$ cat src/rtl/store_pkg.sv
package store_pkg;
  typedef enum logic [1:0] {
    ST_OK         = 2'd0,
    ST_WRITE_ERR  = 2'd1,
    ST_ERASE_ERR  = 2'd2,
    ST_VERIFY_ERR = 2'd3
  } status_e;

  typedef enum logic [2:0] {
    PH_IDLE,
    PH_WSCAN,
    PH_PROG,
    PH_PVER,
    PH_ERASE,
    PH_EVER,
    PH_RSCAN,
    PH_ICHK
  } phase_e;
endpackage

$ cat src/rtl/wl_slot_array.sv
module wl_slot_array #(
  parameter int DATA_W = 16,
  parameter int SLOTS  = 32,
  localparam int IDX_W = $clog2(SLOTS)
) (
  input  logic              clk,
  input  logic              prog_en,
  input  logic              erase_en,
  input  logic [IDX_W-1:0]  addr,
  input  logic [DATA_W-1:0] prog_data,
  input  logic [DATA_W-1:0] stuck,
  output logic [DATA_W-1:0] rdata
);
  logic [DATA_W-1:0] cells [SLOTS];

  // Page powers up blank.
  initial begin
    for (int i = 0; i < SLOTS; i++) cells[i] = '1;
  end

  always_ff @(posedge clk) begin
    if (erase_en)
      cells[addr] <= ~stuck;
    else if (prog_en)
      cells[addr] <= cells[addr] & prog_data & ~stuck;
  end

  assign rdata = cells[addr];
endmodule

$ cat src/rtl/wl_store_seq.sv
module wl_store_seq
  import store_pkg::*;
#(
  parameter int DATA_W = 16,
  parameter int SLOTS  = 32,
  localparam int IDX_W = $clog2(SLOTS)
) (
  input  logic              clk,
  input  logic              rst,
  input  logic              wr_req,
  input  logic [DATA_W-1:0] wr_data,
  input  logic              rd_req,
  input  logic              init_req,
  input  logic              wipe_req,
  input  logic [DATA_W-1:0] rdata,
  output logic [IDX_W-1:0]  addr,
  output logic              prog_en,
  output logic              erase_en,
  output logic [DATA_W-1:0] prog_data,
  output logic              busy,
  output logic [1:0]        status,
  output logic [DATA_W-1:0] value
);
  localparam logic [IDX_W-1:0]  LAST   = IDX_W'(SLOTS - 1);
  localparam logic [DATA_W-1:0] ERASED = '1;

  phase_e            phase;
  logic [IDX_W-1:0]  idx, tgt;
  logic [DATA_W-1:0] data_q, value_q;
  logic              pend_wr;
  status_e           status_q;
  logic              blank;

  assign blank     = (rdata == ERASED);
  assign addr      = (phase == PH_PROG || phase == PH_PVER) ? tgt : idx;
  assign prog_en   = (phase == PH_PROG);
  assign erase_en  = (phase == PH_ERASE);
  assign prog_data = data_q;
  assign busy      = (phase != PH_IDLE);
  assign status    = status_q;
  assign value     = value_q;

  always_ff @(posedge clk) begin
    if (rst) begin
      phase    <= PH_IDLE;
      idx      <= '0;
      tgt      <= '0;
      data_q   <= '0;
      pend_wr  <= 1'b0;
      status_q <= ST_OK;
      value_q  <= ERASED;
    end else begin
      case (phase)
        PH_IDLE: begin
          pend_wr <= 1'b0;
          if (wipe_req) begin
            idx   <= '0;
            phase <= PH_ERASE;
          end else if (init_req) begin
            idx   <= '0;
            phase <= PH_ICHK;
          end else if (wr_req) begin
            idx    <= '0;
            data_q <= wr_data;
            phase  <= PH_WSCAN;
          end else if (rd_req) begin
            idx   <= LAST;
            phase <= PH_RSCAN;
          end
        end
        PH_WSCAN: begin
          if (blank) begin
            tgt   <= idx;
            phase <= PH_PROG;
          end else if (idx == LAST) begin
            idx     <= '0;
            pend_wr <= 1'b1;
            phase   <= PH_ERASE;
          end else begin
            idx <= idx + 1'b1;
          end
        end
        PH_PROG: phase <= PH_PVER;
        PH_PVER: begin
          status_q <= (rdata == data_q) ? ST_OK : ST_VERIFY_ERR;
          phase    <= PH_IDLE;
        end
        PH_ERASE: begin
          idx <= (idx == LAST) ? '0 : idx + 1'b1;
          if (idx == LAST) phase <= PH_EVER;
        end
        PH_EVER: begin
          if (!blank) begin
            status_q <= ST_ERASE_ERR;
            phase    <= PH_IDLE;
          end else if (idx == LAST) begin
            if (pend_wr) begin
              tgt   <= '0;
              phase <= PH_PROG;
            end else begin
              status_q <= ST_OK;
              phase    <= PH_IDLE;
            end
          end else begin
            idx <= idx + 1'b1;
          end
        end
        PH_RSCAN: begin
          if (!blank || idx == '0) begin
            value_q  <= rdata;
            status_q <= ST_OK;
            phase    <= PH_IDLE;
          end else begin
            idx <= idx - 1'b1;
          end
        end
        PH_ICHK: begin
          if (!blank) begin
            status_q <= ST_OK;
            phase    <= PH_IDLE;
          end else if (idx == LAST) begin
            idx   <= '0;
            phase <= PH_ERASE;
          end else begin
            idx <= idx + 1'b1;
          end
        end
        default: phase <= PH_IDLE;
      endcase
    end
  end
endmodule

$ cat src/rtl/wl_value_store.sv
module wl_value_store #(
  parameter int DATA_W = 16,
  parameter int SLOTS  = 32
) (
  input  logic              clk,
  input  logic              rst,
  input  logic              wr_req,
  input  logic [DATA_W-1:0] wr_data,
  input  logic              rd_req,
  input  logic              init_req,
  input  logic              wipe_req,
  input  logic [DATA_W-1:0] stuck_bits,
  output logic              busy,
  output logic [DATA_W-1:0] rd_value,
  output logic [1:0]        status
);
  localparam int IDX_W = $clog2(SLOTS);

  logic [IDX_W-1:0]  arr_addr;
  logic              arr_prog, arr_erase;
  logic [DATA_W-1:0] arr_wdata, arr_rdata;

  wl_slot_array #(.DATA_W(DATA_W), .SLOTS(SLOTS)) u_array (
    .clk       (clk),
    .prog_en   (arr_prog),
    .erase_en  (arr_erase),
    .addr      (arr_addr),
    .prog_data (arr_wdata),
    .stuck     (stuck_bits),
    .rdata     (arr_rdata)
  );

  wl_store_seq #(.DATA_W(DATA_W), .SLOTS(SLOTS)) u_seq (
    .clk       (clk),
    .rst       (rst),
    .wr_req    (wr_req),
    .wr_data   (wr_data),
    .rd_req    (rd_req),
    .init_req  (init_req),
    .wipe_req  (wipe_req),
    .rdata     (arr_rdata),
    .addr      (arr_addr),
    .prog_en   (arr_prog),
    .erase_en  (arr_erase),
    .prog_data (arr_wdata),
    .busy      (busy),
    .status    (status),
    .value     (rd_value)
  );
endmodule

$ cat config.mk
export PLATFORM = sky130hd
export DESIGN_NAME = wl_value_store
export DESIGN_NICKNAME = d
export VERILOG_FILES = /design/src/rtl/store_pkg.sv /design/src/rtl/wl_slot_array.sv /design/src/rtl/wl_store_seq.sv /design/src/rtl/wl_value_store.sv
export SDC_FILE = /design/constraint.sdc
export NUM_CORES = 1
export LEC_CHECK = 0
export BUFFER_PORTS_ARGS = -buffer_cell sky130_fd_sc_hd__buf_4
export CAP_MARGIN = 20
export CORE_MARGIN = 3
export CORE_UTILIZATION = 60
export CTS_CLUSTER_SIZE = 30
export DETAILED_ROUTE_END_ITERATION = 8
export HOLD_SLACK_MARGIN = 0.03
export MAX_ROUTING_LAYER = met4
export PLACE_DENSITY = 0.77
export SYNTH_ARGS = -nofsm -noshare
export SYNTH_HDL_FRONTEND = slang
export SYNTH_SLANG_ARGS = --single-unit
export TNS_END_PERCENT = 30
$ cat constraint.sdc
create_clock -name clk -period 4.8 [get_ports clk]
set_input_delay 0.72 -clock clk [delete_from_list [all_inputs] [get_ports clk]]
set_output_delay 0.72 -clock clk [all_outputs]
set_load 0.02 [all_outputs]
; ---- Word-level counts from Yosys, hierarchy flattened
; Memories as Yosys holds them, arrays and structs flattened.
; Index checks and enable logic that the tools add are counted.
[classes]
addsub = 2
n_eq_ne = 25
muxes = 46
bitwise_logic = 6
n_reduce_logical = 17
[ops]
columns = cell, n
row1 = 5-bit two-way mux, 15
row2 = 3-bit two-way mux, 11
row3 = 16-bit AND, 2
row4 = 5-bit one-hot mux with 6 select lines, 1
row5 = 3-bit one-hot mux with 8 select lines, 1
row6 = 16-bit == test, 1
row7 = 16-bit == test (second input constant), 1
row8 = 16-bit two-way mux, 1
row9 = 2-bit by 1-bit inequality test with 1-bit output (second input constant), 8
row10 = 16-bit NOT, 1
row11 = 2-bit two-way mux, 7
row12 = 3-bit == test (second input constant), 4
row13 = 5-bit one-hot mux with 2 select lines, 1
row14 = 5-bit AND reduction, 2
row15 = 2-bit inequality test (second input constant), 4
row16 = 2-bit one-hot mux with 4 select lines, 1
row17 = 4-bit AND reduction, 2
row18 = 1-bit two-way mux, 7
row19 = 7-bit AND reduction, 1
row20 = 3-bit by 2-bit == test with 1-bit output (second input constant), 2
row21 = 3-bit inequality test (second input constant), 2
row22 = 6-bit nonzero test, 1
row23 = 5-bit by 1-bit adder with 5-bit output (second input constant), 1
row24 = 5-bit == test (second input constant), 1
row25 = other kinds (15), 18
[totals]
ff_bits = 48
ramBits = 512
in_bits = 38
output_inout_bits = 19
wordCells = 104
mem_count = 1
[mem_list]
columns = memory, words, width, read_ports, rd_clocked_by_memory_dff, write_ports, line
row1 = u_array.cells, 32, 16, 1, 0, 1, wl_slot_array.sv:14  ; logic [DATA_W-1:0] cells [SLOTS];

; ---- Longest topological paths before layout
; An unclocked memory read counts as a cell.
[logic_depth]
ltp_word = 9
depth_mapped = 16

; ---- Modules after synthesis
; From an unflattened synthesis, not the netlist that was laid out.
[unflattened]
hier_cells = 1427
area_unflattened_um2 = 22678.0
[modules_own_cells]
columns = mod, instances, cells_per_inst, area_each_um2, seq_area_each_um2
row1 = wl_slot_array, 1, 1108, 20046.7, 15374.7
row2 = wl_store_seq, 1, 319, 2631.3, 960.9

; ---- Least setup slack after synthesis
; OpenSTA, ideal clock, no wires.
[synth_path]
path_kind = register to register
startpoint = register u_seq.phase[2]
endpoint = register u_seq.status_q[1], in the netlist u_seq.status[1]
arrival_time_ns = 3.081
t_required_ns = 4.678
setup_slack_ns = 1.597
stages_incl_launch_ff = 15
n_path_buf = 3
cell_sequence = dfxtp_1 > buf_6 > nand2b_1 > buf_6 > buf_2 > mux2_2 > a22oi_1 > a21oi_1 > nor4_1 > nand2_1 > ha_1 > nor4_1 > and4_1 > a21oi_1 > o311a_1
[synth_between]
elab_chain_cells = 9
word_cells_on_any_way = 21
classes_between = 11 x eq/ne / 4 x mux / 5 x reduce/logical / 1 x memory
[synth_rtl]
columns = item, line
row1 = start: declaration, wl_store_seq.sv:27  ; phase_e phase;
row2 = start signal: assignment, wl_store_seq.sv:45  ; phase <= PH_IDLE;
row3 = start signal: assignment, wl_store_seq.sv:58  ; phase <= PH_ERASE;
row4 = start signal: assignment, wl_store_seq.sv:61  ; phase <= PH_ICHK;
row5 = 3-bit by 2-bit == test with 1-bit output, wl_store_seq.sv:35  ; assign addr = (phase == PH_PROG || phase == PH_PVER) ? tgt : idx;
row6 = 1-bit logical OR *, wl_store_seq.sv:35
row7 = 5-bit two-way mux *, wl_store_seq.sv:35
row8 = memory read 32 x 16 bit *, -
row9 = via arr_rdata[1], wl_value_store.sv:21  ; logic [DATA_W-1:0] arr_wdata, arr_rdata;
row10 = 16-bit == test, wl_store_seq.sv:34  ; assign blank = (rdata == ERASED);
row11 = 1-bit zero test, -
row12 = 1-bit logical OR, wl_store_seq.sv:109  ; if (!blank || idx == '0) begin
row13 = 2-bit by 1-bit inequality test with 1-bit output (no line), -
row14 = 5-bit AND reduction (no line), -
row15 = end signal: assignment, wl_store_seq.sv:85  ; status_q <= (rdata == data_q) ? ST_OK : ST_VERIFY_ERR;
row16 = end: declaration, wl_store_seq.sv:31  ; status_e status_q;
; Mark *: on every way through the listed nets, which the timed path passes. The rest lies on a longest branch.
; A chain may end at the register's enable or synchronous reset.

; ---- Worst setup path after layout
[layout_path]
startpoint = register u_seq.phase[2]
endpoint = register u_seq.idx[1]
[layout_between]
elab_chain_cells = 9
word_cells_on_any_way = 23
classes_between = 14 x eq/ne / 2 x mux / 6 x reduce/logical / 1 x memory
[layout_rtl]
columns = item, line
row1 = 3-bit by 2-bit == test with 1-bit output, wl_store_seq.sv:35
row2 = 1-bit logical OR, wl_store_seq.sv:35
row3 = 5-bit two-way mux, wl_store_seq.sv:35
row4 = memory read 32 x 16 bit, -
row5 = 16-bit == test, wl_store_seq.sv:34
row6 = 1-bit zero test, -
row7 = 1-bit logical OR, wl_store_seq.sv:109
row8 = 2-bit inequality test (no line), -
row9 = 7-bit AND reduction (no line), -
row10 = end signal: assignment, wl_store_seq.sv:105  ; idx <= idx + 1'b1;
row11 = end signal: assignment, wl_store_seq.sv:114  ; idx <= idx - 1'b1;
row12 = end signal: assignment, wl_store_seq.sv:125  ; idx <= idx + 1'b1;
row13 = end: declaration, wl_store_seq.sv:28  ; logic [IDX_W-1:0] idx, tgt;
; Parallel ways exist; a longest one is shown, timed or not.

==> results.toml <==
[status]
status = "finished clean"

[place]
dp_hpwl_mm = 37.3
gp_congestion = 0.980
io_buffer_count = 56
post_dp_cell_area_mm2 = 0.0230
numPlacedInstances = 1973

[clocking]
cts_tree = "done"
post_cts_buffers = 0
clk-insertion-delay-late_ns = 0.60
cts_hold_buf = 0
clk_pin_slew_ns = 0.07
cts-root-buf = "clkbuf_16"
cts.sinks = 560
numCtsBuffers = 53
h-tree-depth = 2
clockBufferDepth = 3

[synth]
synth_mux_area_share_pct = 0.856
seq_area_frac_synth_pct = 75.5
syn_avg_cell_area_um2 = 14.8
synth_compound_area_share_pct = 13.7
yosys.area_share.simple_pct = 6.40
synth_top_family_by_area = "compound AO/OA/AOI/OAI gates"
synth_nets = 1519
synthCells = 1461
synth_ff_type = "edfxtp_1"
yosysUniqueCellTypes = 63
netlist_area_mm2 = 0.0216
synth_seq_cells = 560
synth-edff-count = 512
yosys_warnings = 0
synth_xor_area_share_pct = 0.0405
async_flop_share_pct = 0
yosys.area_share.adder_pct = 1.20

[global_routing]
grt_pass1_vias = 13700
antenna_found_initial = 0
grt_max_degree = 82
grt_usage_pct = 32.0
overflow = 0
grt_pass1_wl_mm = 88.6

[routing]
drc = 0
antenna_left = 0
via_count = 14700
drt-initial-drc-count = 2178
wl_per_cell_um = 29.2
drt_wl_total_mm = 60.5
routed_via_density = 7.07
dr.pass1.iters = 8

[floorplanning]
initial_core_util_pct = 61.7
core_mm2 = 0.0351
dieWidth_um = 196
io_pins = 57
std_cell_rows = 68
die_y_um = 196
dieArea_mm2 = 0.0384

[setup_path]
arrival_ns = 5.22
cp.required_ns = 5.29
path_max_fanout = 56
cp_cell_sequence = "nand2b_1 > buf_4 > mux2i_4 > buf_12 > buf_12 > o22ai_1 > o21ai_0 > nand4_1 > nor4_2 > nand4_2 > a2111oi_4 > o311ai_4 > mux2_1"
critPathKind = "reg2reg"
critPathCaptureType = "flip-flop"
cp-start-kind = "flip-flop"
cpMostUsedCell = "buf_12"
critPathMaxStageDelay_ns = 0.51
critical_path.slowest_cell = "o21ai_0"

[hold_path]
min_path_type = "in2reg"

[power]
p_sw_mw = 4.93
p_int_mw = 9.58
p_clk_share_pct = 29.0
p_comb_share_pct = 29.9
peakVddDrop_v = 0.000450
p_per_area_mw_per_mm2 = 586
seq_power_share_pct = 41.2
leakage_nw = 8.19
swShare_pct = 34.0

[timing]
fin_skew_ns = 0.0317
fmax_mhz = 211
tightest_slew_ns = 1.10
finalSetupViolations = 0
period_share_pct = 98.7
finalHoldViolCount = 0
rsz0062_at_grt = "no"
slew_headroom_pct = 26.1
min_period_ns = 4.74
fin_tns_setup_ns = 0
maxSlewViolCount = 0

[finish]
layout.cells.non_filler = 2073
drive_gt1_share_pct = 16.7
syn2layout_area_growth_pct = 14.4
final_nets = 1634
diodes = 0
fin_area_mm2 = 0.0248

[job]
max-cap-violations = 0
## power by group through the flow
stage               registers [mW]  logic (mW)  clock network, mW
floorplan                     6.04        2.53                  0
global placement              6.06        4.05                  0
detailed placement            6.07        4.13                  0
CTS                           5.97        4.18               4.22
global route                  5.98        4.57               4.41
finish                        5.97        4.33               4.20
## worst max-delay path, delay by kind of cell (launching register included)
kind / cells / cell delay, ns
DFF: 1 / 0.32
and+or+nand+nor: 4 / 1.31
muxes: 2 / 0.67
buffers and inverters: 3 / 0.92
AOI/OAI and AO/OA: 4 / 1.30
## synthesized netlist by cell type, types with 5 or more instances
cell type	number	area, µm²
nor4_2	5	62.6
ha_1	20	250
mux2i_1	5	50.1
nand2_1	86	323
clkbuf_1	25	93.8
buf_2	38	190
a21oi_1	47	235
nand4_1	51	319
nor2_1	107	402
o21ai_0	117	586
a31o_2	5	43.8
o22ai_1	241	1510
buf_4	19	143
edfxtp_1	512	15400
o311ai_0	16	140
nor4_1	8	50.1
inv_1	8	30.0
dfxtp_1	48	961
a22oi_1	16	120
o21ai_1	11	55.1
## per-stage QoR
stage	utilization (%)	total power [mW]	hold WS (ns)	worst slack, ns
floorplan	-	8.57	0.441	1.60
global placement	65.5	10.1	0.450	0.309
detailed placement	65.5	10.2	0.455	0.257
CTS	70.5	14.4	0.359	0.224
global route	70.6	15.0	0.385	0.0468
finish	70.6	14.5	0.376	0.0634
## kinds of logic after synthesis
group | after synthesis
fa+ha+maj | 21
flops | 560
mux | 16
simple gates | 288
xor+xnor | 1
compound gates | 480
buf+inv | 95
## placed cells by master (no fill, tap or decap), types with 5 or more instances in the layout
master     count
o21ai_1       11
edfxtp_1     512
a21oi_1       47
ha_1          20
dfxtp_1       48
o22ai_1      241
clkbuf_16     53
nor4_2         6
nor2_1        94
mux2i_1        5
buf_12         7
buf_4        137
a22oi_1       16
o21ai_0      117
a31o_2         5
o311ai_0      16
nor4_1         7
inv_1          8
nand2_1       86
clkinv_2      10
clkbuf_1       9
clkinv_1       9
nor2_2        13
bufinv_16      7
nand4_1       51
## sequential cells by signal (all words and copies together), names as in the netlist
signal	flops
u_seq.pend_wr	1
u_seq.status	2
u_array.cells	512
u_seq.tgt	5
u_seq.prog_data	16
u_seq.value	16
u_seq.idx	5
u_seq.phase	3
## final timing paths
check | start | to | slack (ns) | depth (start not counted)
max | u_seq.phase[2] | u_seq.idx[1] | 0.06 | 13
min | wr_data[7] | u_seq.prog_data[7] | 0.38 | 3
max reg2reg | u_seq.phase[2] | u_seq.idx[1] | 0.06 | 13
min reg2reg | u_seq.prog_data[4] | u_seq.prog_data[4] | 0.47 | 2
## metal layers
metal / track usage [%] / vias up / wire (µm)
li1: - / 6143 / -
met1: 43.6 / 7099 / 21600
met2: 48.5 / 1220 / 28000
met3: 7.44 / 191 / 8480
met4: 10.8 / 0 / 2400
met5: - / - / 0
## area by class of cell
cell class                      count  area (µm²)
Sequential cell                   560       16300
Fill cell                        2151       10300
Multi-Input combinational cell    806        4870
Clock buffer                       64        1390
Timing Repair Buffer              146        1190
Tap cell                          455         569
Clock inverter                     33         373
Inverter                            9        33.8
## timing repair
action | 4_1_cts | 5_1_grt
endpoints found under the setup margin | 0 | 3
hold endpoints to repair | 0 | 0
gates resized for setup | 0 | 1
(Power assumes the default switching activity.)
